--- config.mk ---
export PLATFORM = sky130hd
export DESIGN_NAME = seg_xlate
export DESIGN_NICKNAME = d
export VERILOG_FILES = /design/src/rtl/seg_xlate.sv
export SDC_FILE = /design/constraint.sdc
export NUM_CORES = 1
export LEC_CHECK = 0
export CAP_MARGIN = 20
export CELL_PAD_IN_SITES_DETAIL_PLACEMENT = 0
export CELL_PAD_IN_SITES_GLOBAL_PLACEMENT = 1
export CORE_MARGIN = 4
export CORE_UTILIZATION = 43
export CTS_CLUSTER_SIZE = 40
export DETAILED_ROUTE_END_ITERATION = 10
export PLACE_DENSITY_LB_ADDON = 0.12
export SLEW_MARGIN = 30
export SYNTH_ARGS = -nofsm -noshare
export SYNTH_HDL_FRONTEND = slang
export SYNTH_SLANG_ARGS = --single-unit
--- constraint.sdc ---
create_clock -name clk -period 11.15 [get_ports clk]
set_clock_uncertainty 0.1 [all_clocks]
set_input_delay 1.115 -clock clk [delete_from_list [all_inputs] [get_ports clk]]
set_output_delay 1.115 -clock clk [all_outputs]
set_load 0.01 [all_outputs]
--- src/rtl/seg_xlate.sv ---
module seg_xlate #(
  parameter int PG_SHIFT  = 12,
  parameter int TBL_LIM_W = 17
) (
  input  logic                 clk,
  input  logic                 rst,
  input  logic                 req_vld,
  input  logic                 legacy_mode,
  input  logic [15:0]          sel,
  input  logic [31:0]          ofs,
  input  logic                 hyper,
  input  logic [63:0]          desc,
  input  logic [TBL_LIM_W-1:0] gdt_lim,
  input  logic [TBL_LIM_W-1:0] ldt_lim,
  output logic                 rsp_vld,
  output logic [31:0]          lin_addr,
  output logic [32:0]          remain,
  output logic [2:0]           status
);

  localparam logic [2:0]  ST_OK     = 3'd0;
  localparam logic [2:0]  ST_BADSEL = 3'd1;
  localparam logic [2:0]  ST_ABSENT = 3'd2;
  localparam logic [2:0]  ST_OOB    = 3'd3;
  localparam logic [15:0] SYS_KNOWN = 16'hDAFE;
  localparam logic [31:0] PG_FILL   = (32'd1 << PG_SHIFT) - 32'd1;

  // descriptor fields
  wire [31:0] d_base = {desc[63:56], desc[39:32], desc[31:16]};
  wire [19:0] d_raw  = {desc[51:48], desc[15:0]};
  wire [3:0]  d_type = desc[43:40];
  wire        d_s    = desc[44];
  wire        d_p    = desc[47];
  wire        d_g    = desc[55];

  wire [31:0] lim     = d_g ? ((32'(d_raw) << PG_SHIFT) | PG_FILL) : 32'(d_raw);
  wire [31:0] xd_bnd  = d_g ? 32'hFFFF_FFFF : 32'h000F_FFFF;
  wire        is_xd   = d_s && !d_type[3] && d_type[2];
  wire        sys_ok  = SYS_KNOWN[d_type];

  // table bound
  wire [TBL_LIM_W-1:0] sel_bytes = TBL_LIM_W'({sel[15:3], 3'b000});
  wire [TBL_LIM_W-1:0] tbl_lim   = sel[2] ? ldt_lim : gdt_lim;
  wire                 tbl_skip  = !sel[2] && hyper;
  wire                 tbl_bad   = !tbl_skip && (sel_bytes >= tbl_lim);

  // address and spans
  wire [31:0] prot_lin = ofs + d_base;
  wire [31:0] real_lin = 32'(ofs[15:0]) + {12'd0, sel, 4'd0};
  wire [31:0] xd_gap   = xd_bnd - ofs;
  wire        over_lim = ofs > lim;
  wire        xd_over  = xd_gap > lim;

  logic [2:0]  n_st;
  logic [31:0] n_lin;
  logic [32:0] n_rem;

  always_comb begin
    n_st  = ST_OK;
    n_lin = prot_lin;
    n_rem = 33'd0;
    if (legacy_mode) begin
      n_lin = real_lin;
      n_rem = 33'h1_0000 - 33'(ofs[15:0]);
    end else if (!d_p) begin
      n_st = ST_ABSENT;
    end else if (tbl_bad) begin
      n_st = ST_BADSEL;
    end else if (d_s) begin
      if (is_xd) begin
        if (xd_over) n_st = ST_OOB;
        else         n_rem = 33'(xd_gap) + 33'd1;
      end else begin
        if (over_lim) n_st = ST_OOB;
        else          n_rem = 33'(lim - ofs) + 33'd1;
      end
    end else if (!sys_ok) begin
      n_st = ST_BADSEL;
    end else if (over_lim) begin
      n_st = ST_OOB;
    end else begin
      n_rem = 33'h1_0000_0000 - 33'(prot_lin);
    end
    if (n_st != ST_OK) begin
      n_lin = 32'd0;
      n_rem = 33'd0;
    end
  end

  always_ff @(posedge clk) begin
    if (rst) begin
      rsp_vld <= 1'b0;
      status  <= ST_OK;
    end else begin
      rsp_vld <= req_vld;
      if (req_vld) status <= n_st;
    end
  end

  always_ff @(posedge clk) begin
    if (req_vld) begin
      lin_addr <= n_lin;
      remain   <= n_rem;
    end
  end

  // checks
  p_rsp_pulse_r10: assert property (@(posedge clk) disable iff (rst)
    req_vld |=> rsp_vld);
  p_rsp_idle_r10: assert property (@(posedge clk) disable iff (rst)
    !req_vld |=> !rsp_vld);
  p_hold_r10: assert property (@(posedge clk) disable iff (rst)
    !req_vld |=> ($stable(status) && $stable(lin_addr) && $stable(remain)));
  p_code_range_r10: assert property (@(posedge clk) disable iff (rst)
    rsp_vld |-> (status <= ST_OOB));
  p_absent_first_r5: assert property (@(posedge clk) disable iff (rst)
    (req_vld && !legacy_mode && !desc[47]) |=> (status == ST_ABSENT));
  p_real_span_r1: assert property (@(posedge clk) disable iff (rst)
    (req_vld && legacy_mode) |=>
      (status == ST_OK && remain == 33'h1_0000 - 33'($past(ofs[15:0]))));
  p_fail_clear_r12: assert property (@(posedge clk) disable iff (rst)
    (rsp_vld && status != ST_OK) |-> (lin_addr == 32'd0 && remain == 33'd0));

endmodule

* Word level (Yosys, flattened, before mapping)
Memory sizes are Yosys's and may differ from the RTL's. Index checks and enable logic that the tools add are counted.
Operators by class: add/sub/neg operators 8, order comparisons 4, muxes and demuxes 22, reduce and logical (&&, ||, !) cells 8
Operators with widths (number):
- 2-to-1 mux 33 bit | 9
- 2-to-1 mux 32 bit | 3
- > comparator 32 bit | 2
- adder 32 x 1 -> 33 bit (second input constant) | 1
- adder 33 x 1 -> 33 bit (second input constant) | 1
- subtractor 32 x 32 -> 33 bit | 1
- subtractor 33 x 32 -> 33 bit (first input constant) | 1
- adder 32 bit | 1
- subtractor 32 bit | 1
- adder 16 x 20 -> 21 bit | 1
- 2-to-1 mux 3 bit | 6
- subtractor 17 x 16 -> 18 bit (first input constant) | 1
- greater-or-equal comparator 16 x 17 -> 1 bit | 1
- 2-to-1 mux 17 bit | 1
- less-than comparator 4 x 5 -> 1 bit (second input constant) | 1
- logical AND 1 bit | 4
- 2-to-1 mux 2 bit | 2
- logical NOT 1 bit | 3
- nonzero test 3 bit | 1
- 2-to-1 mux 1 bit | 1
Word-level totals: register bits 69, bits in read-only memories 16, input bits 151, output and inout port bits 69, logic and storage cells 47, memories 1
Memories:
- (name not given) | depth 16, bits a word 1, rd ports 1, clocked after Yosys merged registers in 0, write ports 0, line 39 | wire sys_ok = SYS_KNOWN[d_type];

* Longest topological paths before layout
Gate-level depths: netlist (run 1).
depth after elaboration 10, mapped depth 24, gate-level depth less buffers 21

* Least setup slack after synthesis (run 1)
OpenSTA, ideal clock, no wires.
path type input port to flip-flop, start point input desc[55], end point register remain[32] (data pin), library setup time 0.261 ns, arrival time 5.545 ns, required time 10.789 ns, slack 5.245 ns, stages 23, buffers on the path 2, path through clkbuf_1 -> clkbuf_1 -> inv_1 -> ha_1 -> inv_1 -> fa_1 -> a21o_1 -> a31o_2 -> a21oi_1 -> o21ai_0 -> a21o_1 -> a21oi_1 -> xnor2_1 -> ha_1 -> nand4_1 -> nor3_1 -> o21ai_0 -> and4b_1 -> o21ai_0 -> o21ai_1 -> o31ai_1 -> nor3_1 -> a221o_1
Between the ends: cells in the longest elaborated chain, start to end 10, elaborated cells between the ends (all ways) 26, those cells by class add/sub (4); order compare (2); mux (19); reduce/logical (1)
RTL lines:
- start, declared | line 12 | input logic [63:0] desc,
- 2-to-1 mux 32 bit | line 37 | wire [31:0] xd_bnd = d_g ? 32'hFFFF_FFFF : 32'h000F_FFFF;
- subtractor 32 bit | line 50 | wire [31:0] xd_gap = xd_bnd - ofs;
- > comparator 32 bit | line 52 | wire xd_over = xd_gap > lim;
- 2-to-1 mux 2 bit | line 71 | if (xd_over) n_st = ST_OOB;
- 2-to-1 mux 3 bit | line 70 | if (is_xd) begin
- 2-to-1 mux 3 bit | line 69 | end else if (d_s) begin
- 2-to-1 mux 3 bit | line 67 | end else if (tbl_bad) begin
- 2-to-1 mux 3 bit | line 65 | end else if (!d_p) begin
- 2-to-1 mux 3 bit | line 62 | if (legacy_mode) begin
- nonzero test 3 bit | line 84 | if (n_st != ST_OK) begin
- end signal, assigned | line 103 | remain <= n_rem;
- end, declared | line 17 | output logic [32:0] remain,
Several ways; a longest one is shown, not always the timed one. A chain may end at the register's enable or synchronous reset.

* Worst setup path after layout (run 1)
start point input ofs[20], end point register remain[32] (data pin)
Between the ends: cells in the longest elaborated chain, start to end 9, elaborated cells between the ends (all ways) 26, those cells by class add/sub (6); order compare (2); mux (17); reduce/logical (1)
RTL lines:
- start, declared | line 10 | input logic [31:0] ofs,
- subtractor 32 bit | line 50
- > comparator 32 bit | line 52
- 2-to-1 mux 2 bit | line 71
- 2-to-1 mux 3 bit | line 70
- 2-to-1 mux 3 bit | line 69
- 2-to-1 mux 3 bit | line 67
- 2-to-1 mux 3 bit | line 65
- 2-to-1 mux 3 bit | line 62
- nonzero test 3 bit | line 84
Several ways; a longest one is shown, not always the timed one.

==> results.md, run 1 <==
- Status: finished, final reports clean
- Top area cells in the synthesized netlist: ha_1 22%, edfxtp_1 17%, xnor2_1 7.3%, a21oi_1 3.8%, inv_1 3.5%
- Critical path cell sequence: clkdlybuf4s50_1 > ha_1 > inv_1 > fa_1 > a21o_1 > a31o_2 > a21oi_1 > o21ai_0 > a21o_1 > a21oi_1 > xnor2_1 > ha_1 > nand4_1 > nor3_1 > o21ai_0 > and4b_1 > o21ai_0 > o21ai_2 > buf_4 > o31ai_4 > buf_4 > nor3_1 > a221o_1
- Met3 GRT Util: 3.17%
- MaxCap Viol Count: 0
- Int Pwr: 843 uW
- Yosys top cell area share: 22.3%
- Die Area: 28700 um2
- 1st-iter DRT viols: 685
- Critical path buffers and inverters: 4
- Layout area overhead: 24.9%
- Die height: 170 um
- Die Wd: 170 um
- Post-DP HPWL: 31.7 mm
- # clock sinks: 68
- Combinational share of power: 52.6%
- Hold_ws: 373 ps
- Resized cells post-CTS: 0
- #FFs+latches synth: 68
- Sequential Power Share: 23.2%
- Power Density: 97.0 nW/um2
- Synth Net Count: 1701
- Top cell by count, worst path: o21ai_0
- Std cell rows: 58
- DRC viols: 0
- Synthesis Warnings: 0
- Slew margin rel.: 37.8%
- Clock power frac: 24.2%
- Achievable clock frequency: 145 MHz
- Crit-path slowest cell: clkdlybuf4s50_1
- Tot GR Track Use: 25.0%
- Avg Inst Size Synth: 8.34 um2
- Pwr Total: 1360 uW
- Antenna violations before repair: 0
- Setup Buffers After CTS: 0
- Switching Share: 38.0%
- Placeable core area: 25400 um2
- Crit end category: register
- Mapped Area: 11200 um2
- Worst vdd ir: 0.0609 mV
- Final Hold Fails: 0
- Synth Flop Type: edfxtp_1
- N_diodes: 0
- Grt total ovfl: 0
- GP Congestion: 0.908
- Root buffer cell: clkbuf_16
- CP max stage delay: 650 ps
- Largest net degree at the start of global routing: 71
- Vias: 10740
- Cell family with most CP delay: compound AO/OA/AOI/OAI gates
- RSZ-0062 raised after global routing: no
- # hold bufs at CTS: 0
- Count of cell types in the netlist: 78
- WL final: 37.3 mm
- Seq/Total Area, Yosys: 17.9%
- Post-Syn Instances: 1345
- Fraction of registers with async set/reset: 0%
- Number of synthesized flops with an enable pin: 65
- Starting Density: 44.2%
- Clk pin slew, worst setup/hold paths: 60 ps
- DR pass1 iterations: 5
- Clock tree buffer depth: 2
- Setup Viol. Count Final: 0
- Hold Crit Class: reg2reg
- Critical path arrival: 6900 ps
- H-tree depth: 3
- Min Tclk post-route: 6920 ps
- Worst setup SP type: input pin
- Routed len/inst: 19.9 um
- Pleak: 0.00614 uW
- IO Pins: 220
- Area leader, netlist: ha_1
- Port bufs: 213
- Crit Path Max Fanout: 27
- Layout cell share with drive strength beyond 1: 3.76%
- Vias per inst: 5.73
- Antenna Violating Nets Remaining: 0
- Clock Latency Late Sink: 330 ps
- First-pass GRT wire length: 56.7 mm
- M2 GR Usage: 41.1%
- Critical path data required time: 11130 ps
- Slew of the pin with the lowest slew margin: 930 ps
- CTS tree: built
- Top Usage Layer GRT: met2
- Setup TNS Final: 0 ps
- Vias in the first global route: 10311
- Final Cycle Share: 62.1%
- TritonCTS Buffers: 9
- Fin. max-slew vios: 0
- Critical path class: in2reg
- Net switching power figure: 518 uW
- Nets@finish: 1894
- Grt met1 use: 35.4%
[flip-flops by register name, indices dropped and copies added (netlist names)]
register  count
status        2
rsp_vld       1
lin_addr     32
remain       33
[cell usage after synthesis (5+ instances only)]
master	number
inv_1	105
a21boi_0	7
nand3_1	36
nor2b_1	16
or3_1	10
o21bai_1	13
nand4_1	19
fa_1	5
and3_1	6
o21a_1	8
nor4_1	18
o31ai_1	7
ha_1	200
a21oi_1	85
nand2_1	83
or2_2	16
nor4b_1	5
edfxtp_1	65
and2_1	11
a221o_1	5
a31oi_1	5
and4_1	6
o22ai_1	26
a21o_1	52
a22o_1	30
nor3_1	26
clkbuf_1	32
o21ai_0	55
a22oi_1	27
or4_1	7
o2111ai_1	5
nor2_1	91
mux2i_1	22
o211ai_1	9
a211oi_1	11
nor3b_1	5
xor2_1	43
nand2b_1	10
xnor2_1	94
[cell type report]
cell class	count	area [um2]
inverter	106	398
fill	2418	11400
timing repair buffer	221	2180
multi-input combinational	1132	8680
tap	330	413
clock inverter	6	111
clock buffer	10	229
sequential	68	2010
[worst min-delay path, stage by stage (launching register included)]
cell and delay, ps:
dfxtp_1 310, nand2b_1 70, a21oi_1 50
[power groups by stage]
stage          clock network (uW)  logic, uW  registers, uW
6_report                      329        715            316
4_1_cts                       333        711            317
3_3_place_gp                    0        700            321
3_5_place_dp                    0        705            322
5_1_grt                       344        788            318
2_1_floorplan                   0        445            333
[worst paths after layout]
path,depth (start not counted),slack (ps),to,startpoint
hold reg to reg,2,370,status[0]$_SDFFE_PP0P_,status[0]$_SDFFE_PP0P_
setup reg to reg,2,10440,status[1]$_SDFFE_PP0P_,status[1]$_SDFFE_PP0P_
setup / recovery,23,4230,remain[32]$_SDFFCE_PP0P_,ofs[20]
hold / removal,2,370,status[0]$_SDFFE_PP0P_,status[0]$_SDFFE_PP0P_
[placed cells by master (no fill, tap or decap), drive strengths merged, types with 11 or more instances in the layout]
cell | synthesis | routed
xnor2 | 94 | 94
a21o | 52 | 52
inv | 105 | 106
nor3 | 26 | 26
and2 | 11 | 11
edfxtp | 65 | 65
o21ai | 61 | 61
mux2i | 22 | 22
a211oi | 12 | 12
xor2 | 44 | 44
o22ai | 26 | 26
nor2 | 91 | 91
a21oi | 85 | 85
nand2 | 83 | 83
clkdlybuf4s50 | 0 | 211
nand4 | 19 | 19
nor2b | 16 | 16
a22o | 30 | 30
a22oi | 27 | 27
o21bai | 13 | 13
ha | 200 | 200
nor4 | 18 | 18
nand3 | 36 | 36
or2 | 16 | 16
[kinds of logic after synthesis]
group | after synthesis | share of synthesized area [%]
fa+ha+maj | 205 | 23.2
buf+inv | 145 | 5.03
mux | 22 | 1.96
other cells | 1 | 0.0334
simple gates | 378 | 17.3
xor+xnor | 138 | 10.8
compound gates | 388 | 23.7
flops | 68 | 17.9
[layer usage]
metal  vias to the layer above  part of all wire [%]
li1                       5359                     -
met1                      4999                    47
met2                       357                    45
met3                        25                   6.7
met4                         0                   1.5
met5                         -                     0
[through the flow]
step / util, % / cells / instance area, um2 / worst slack [ps]
4_1_cts: 55.2 / 1873 / 14000 / 4200
3_5_place_dp: 53.9 / 1857 / 13700 / 3850
6_report: 55.2 / 1873 / 14000 / 4230
5_1_grt: 55.2 / 1873 / 14000 / 3880
2_1_floorplan: - / 1345 / 11200 / 5240
3_3_place_gp: 53.8 / 1857 / 13700 / 4020
Power figures use the tool's default switching activity.
==> run 2, diff against run 1 <==
--- a/config.mk
+++ b/config.mk
@@ -9,7 +9,7 @@
 export CELL_PAD_IN_SITES_DETAIL_PLACEMENT = 0
 export CELL_PAD_IN_SITES_GLOBAL_PLACEMENT = 1
 export CORE_MARGIN = 4
-export CORE_UTILIZATION = 43
+export CORE_UTILIZATION = 40
 export CTS_CLUSTER_SIZE = 40
 export DETAILED_ROUTE_END_ITERATION = 10
 export PLACE_DENSITY_LB_ADDON = 0.12
==> constraint.sdc (replaced) <==
create_clock -name clk -period 6.9 [get_ports clk]
set_clock_uncertainty 0.1 [all_clocks]
set_input_delay 0.69 -clock clk [delete_from_list [all_inputs] [get_ports clk]]
set_output_delay 0.69 -clock clk [all_outputs]
set_load 0.01 [all_outputs]
==> run 2 against run 1 <==
Net effect: sequential power is 62% higher; flip-flop and latch count stayed put; clock power is 41% higher; critical path type unchanged; largest cell class unchanged.
==> results.md, run 2 (synthesis results as in run 1) <==
- R2R cell count: 2 (unchanged)
- Multi-input gate area: 8670 um2 (about the same)
- Critical path arrival: 6100 ps (-800 ps)
- Resized cells post-CTS: 0 (unchanged)
- Critical path cell sequence: clkdlybuf4s50_1 > ha_1 > inv_1 > fa_1 > a21o_1 > a31o_2 > a21oi_1 > o21ai_0 > a21o_1 > a21oi_1 > xnor2_1 > ha_1 > nand4_1 > nor3_1 > o21ai_0 > and4b_1 > o21ai_0 > o21ai_2 > and2_1 > or2_2 > a221o_1
- Largest regs: remain: 33 flops, lin_addr: 32 flops, status: 2 flops
- Dpl ws: 439 ps (-3410 ps)
- DRC viols: 0 (unchanged)
- Hold Path Stages: 2 (unchanged)
- Vias in the first global route: 10667 (+3.5%)
- WL final: 38.8 mm (+4.2%)
- # clock sinks: 68 (unchanged)
- Achievable clock frequency: 163 MHz
- Layout area overhead: 25.9%
- Min Tclk post-route: 6120 ps
- Antenna Violating Nets Remaining: 0 (unchanged)
- Routed len/inst: 20.1 um (+0.83%)
- Commonest non-fill, non-tap cell in the layout: clkdlybuf4s50_1
- Post-DP HPWL: 33.1 mm (+4.1%)
- Layout cell share with drive strength beyond 1: 4.43% (+0.68 points)
- Setup Buffers After CTS: 0 (unchanged)
- Largest net degree at the start of global routing: 71 (unchanged)
- Reg2reg end: status[1]$_SDFFE_PP0P_
- Core Util, Final: 51.0% (-4.2 points)
- Hold path start: status[0]$_SDFFE_PP0P_
- RSZ-0062 raised after global routing: no
- Cell family with most CP delay: compound AO/OA/AOI/OAI gates
- Vias per inst: 5.57 (-2.9%)
- Crit end category: register
- Filler cells: 2697 (+12%)
- Port bufs: 213 (unchanged)
- Max reg flops: 33 (unchanged)
- Placeable core area: 27700 um2 (+9.1%)
- Worst r2r src: status[1]$_SDFFE_PP0P_
- Power Density: 152 nW/um2 (+57%)
- Status: finished, final reports clean
- Starting Density: 40.5% (-3.7 points)
- First-pass GRT wire length: 59.6 mm (+5.0%)
- Critical path class: in2reg
- Seq. cell area: 2010 um2 (unchanged)
- Root buffer cell: clkbuf_16
- Tot GR Track Use: 24.5% (-0.50 points)
- TritonCTS Buffers: 9 (unchanged)
- Commonest non-fill, non-tap cells in the layout: 211 x clkdlybuf4s50_1, 200 x ha_1, 105 x inv_1
- Die height: 175 um (+3.5%)
- Die Area: 30800 um2 (+7.1%)
- FF-to-FF setup slack: 6230 ps (-4210 ps)
- H-tree depth: 3 (unchanged)
- Setup Viol. Count Final: 0 (unchanged)
- Pleak: 0.00618 uW (+0.61%)
- Vias: 10769 (+0.27%)
- Std cell rows: 61 (+5.2%)
- Critical path data required time: 6880 ps (-4250 ps)
- Fin. max-slew vios: 0 (unchanged)
- Hold_ws: 368 ps (-5.04 ps)
- Clk pin slew, worst setup/hold paths: 60 ps (about the same)
- CTS tree: built
- CP max stage delay: 670 ps (+20 ps)
- MaxCap Viol Count: 0 (unchanged)
- IO Pins: 220 (unchanged)
- Hold Crit Class: reg2reg
- Clock tree buffer depth: 2 (unchanged)
- GP Congestion: 0.906 (-0.29%)
- Slew margin rel.: 35.3% (-2.5 points)
- Worst Hold End: status[0]$_SDFFE_PP0P_
- Slew of the pin with the lowest slew margin: 967 ps (+37.3 ps)
- Clock Latency Late Sink: 330 ps (about the same)
- Crit-path slowest cell: clkdlybuf4s50_1
- Top cell by count, worst path: o21ai_0
- Nets@finish: 1907 (+0.69%)
- Final Cycle Share: 88.7%
- Die Wd: 175 um (+3.5%)
- # hold bufs at CTS: 0 (unchanged)
- Antenna violations before repair: 0 (unchanged)
- Grt total ovfl: 0 (unchanged)
- Crit Path Max Fanout: 16 (-41%)
- DR pass1 iterations: 7 (+2)
- 1st-iter DRT viols: 606 (-12%)
- Most flop-heavy register: remain
- Fin worst setup slack: 777 ps (-3450 ps)
- Worst vdd ir: 0.0939 mV (+54%)
- Setup TNS Final: 0 ps (unchanged)
- Worst setup SP type: input pin
- Final Hold Fails: 0 (unchanged)
- Critical path buffers and inverters: 2 (-2)
==> run 2: cell types whose count changed in the layout (fill, tap and decap cells not counted), sizes merged <==
cell | before | now
buf | 10 | 23
bufinv | 3 | 1
clkinv | 3 | 4
clkinvlp | 0 | 1
diode | 0 | 1
==> run 2: worst max path at each step <==
| stage | start | endpoint | slack, ps | cells after the start |
|---|---|---|---|---|
| finish | ofs[20] | remain[11]$_SDFFCE_PP0P_ | 780 | 21 |
| global route | ofs[21] | remain[11]$_SDFFCE_PP0P_ | 480 | 21 |
| CTS | ofs[20] | remain[11]$_SDFFCE_PP0P_ | 780 | 21 |
| detailed placement | ofs[20] | remain[11]$_SDFFCE_PP0P_ | 440 | 21 |
| global placement | ofs[20] | remain[11]$_SDFFCE_PP0P_ | 500 | 21 |
| floorplan | desc[55] | remain[32]$_SDFFCE_PP0P_ | 1420 | 23 |
==> run 2: layout make-up <==
| class | count | area share (%) |
|---|---|---|
| Antenna cell | 1 | 0.0177 |
| Clock buffer | 10 | 1.62 |
| Clock inverter | 6 | 0.452 |
| Inverter | 106 | 2.82 |
| Multi-Input combinational cell | 1132 | 61.4 |
| Sequential cell | 68 | 14.2 |
| Tap cell | 378 | 3.35 |
| Timing Repair Buffer | 234 | 16.1 |
==> run 2: power breakdown <==
part	internal (uW)	switching [uW]
sequential	499	13.1
combinational	515	655
clock	280	185
total	1290	853
==> run 2: routing by layer <==
metal	part of all wire (%)	GRT usage [%]
met1	48	34.9
met2	44	39.7
met3	6.1	3.62
met4	1.5	4.84
met5	0	0
==> run 2: through the flow <==
| step | cell area [um2] | power [uW] | cells |
|---|---|---|---|
| global placement | 13800 | 1670 | 1918 |
| detailed placement | 13800 | 1680 | 1918 |
| global route | 14100 | 2290 | 1934 |
| finish | 14100 | 2150 | 1935 |
| CTS | 14100 | 2150 | 1934 |
| floorplan | 11200 | 1260 | 1345 |
==> run 2: worst reg2reg max path, delay by kind of cell (launching register included) <==
family / cells / cell delay [ps]
and+or+nand+nor: 1 / 60
DFF: 1 / 330
AOI/OAI and AO/OA: 1 / 110
==> run 3, diff against run 2 <==
--- a/config.mk
+++ b/config.mk
@@ -10,6 +10,7 @@
 export CELL_PAD_IN_SITES_GLOBAL_PLACEMENT = 1
 export CORE_MARGIN = 4
 export CORE_UTILIZATION = 40
+export CTS_CLUSTER_DIAMETER = 150
 export CTS_CLUSTER_SIZE = 40
 export DETAILED_ROUTE_END_ITERATION = 10
 export PLACE_DENSITY_LB_ADDON = 0.12
==> results of run 3 <==
No change in the layout: final DEF, timing and power equal those of run 2.
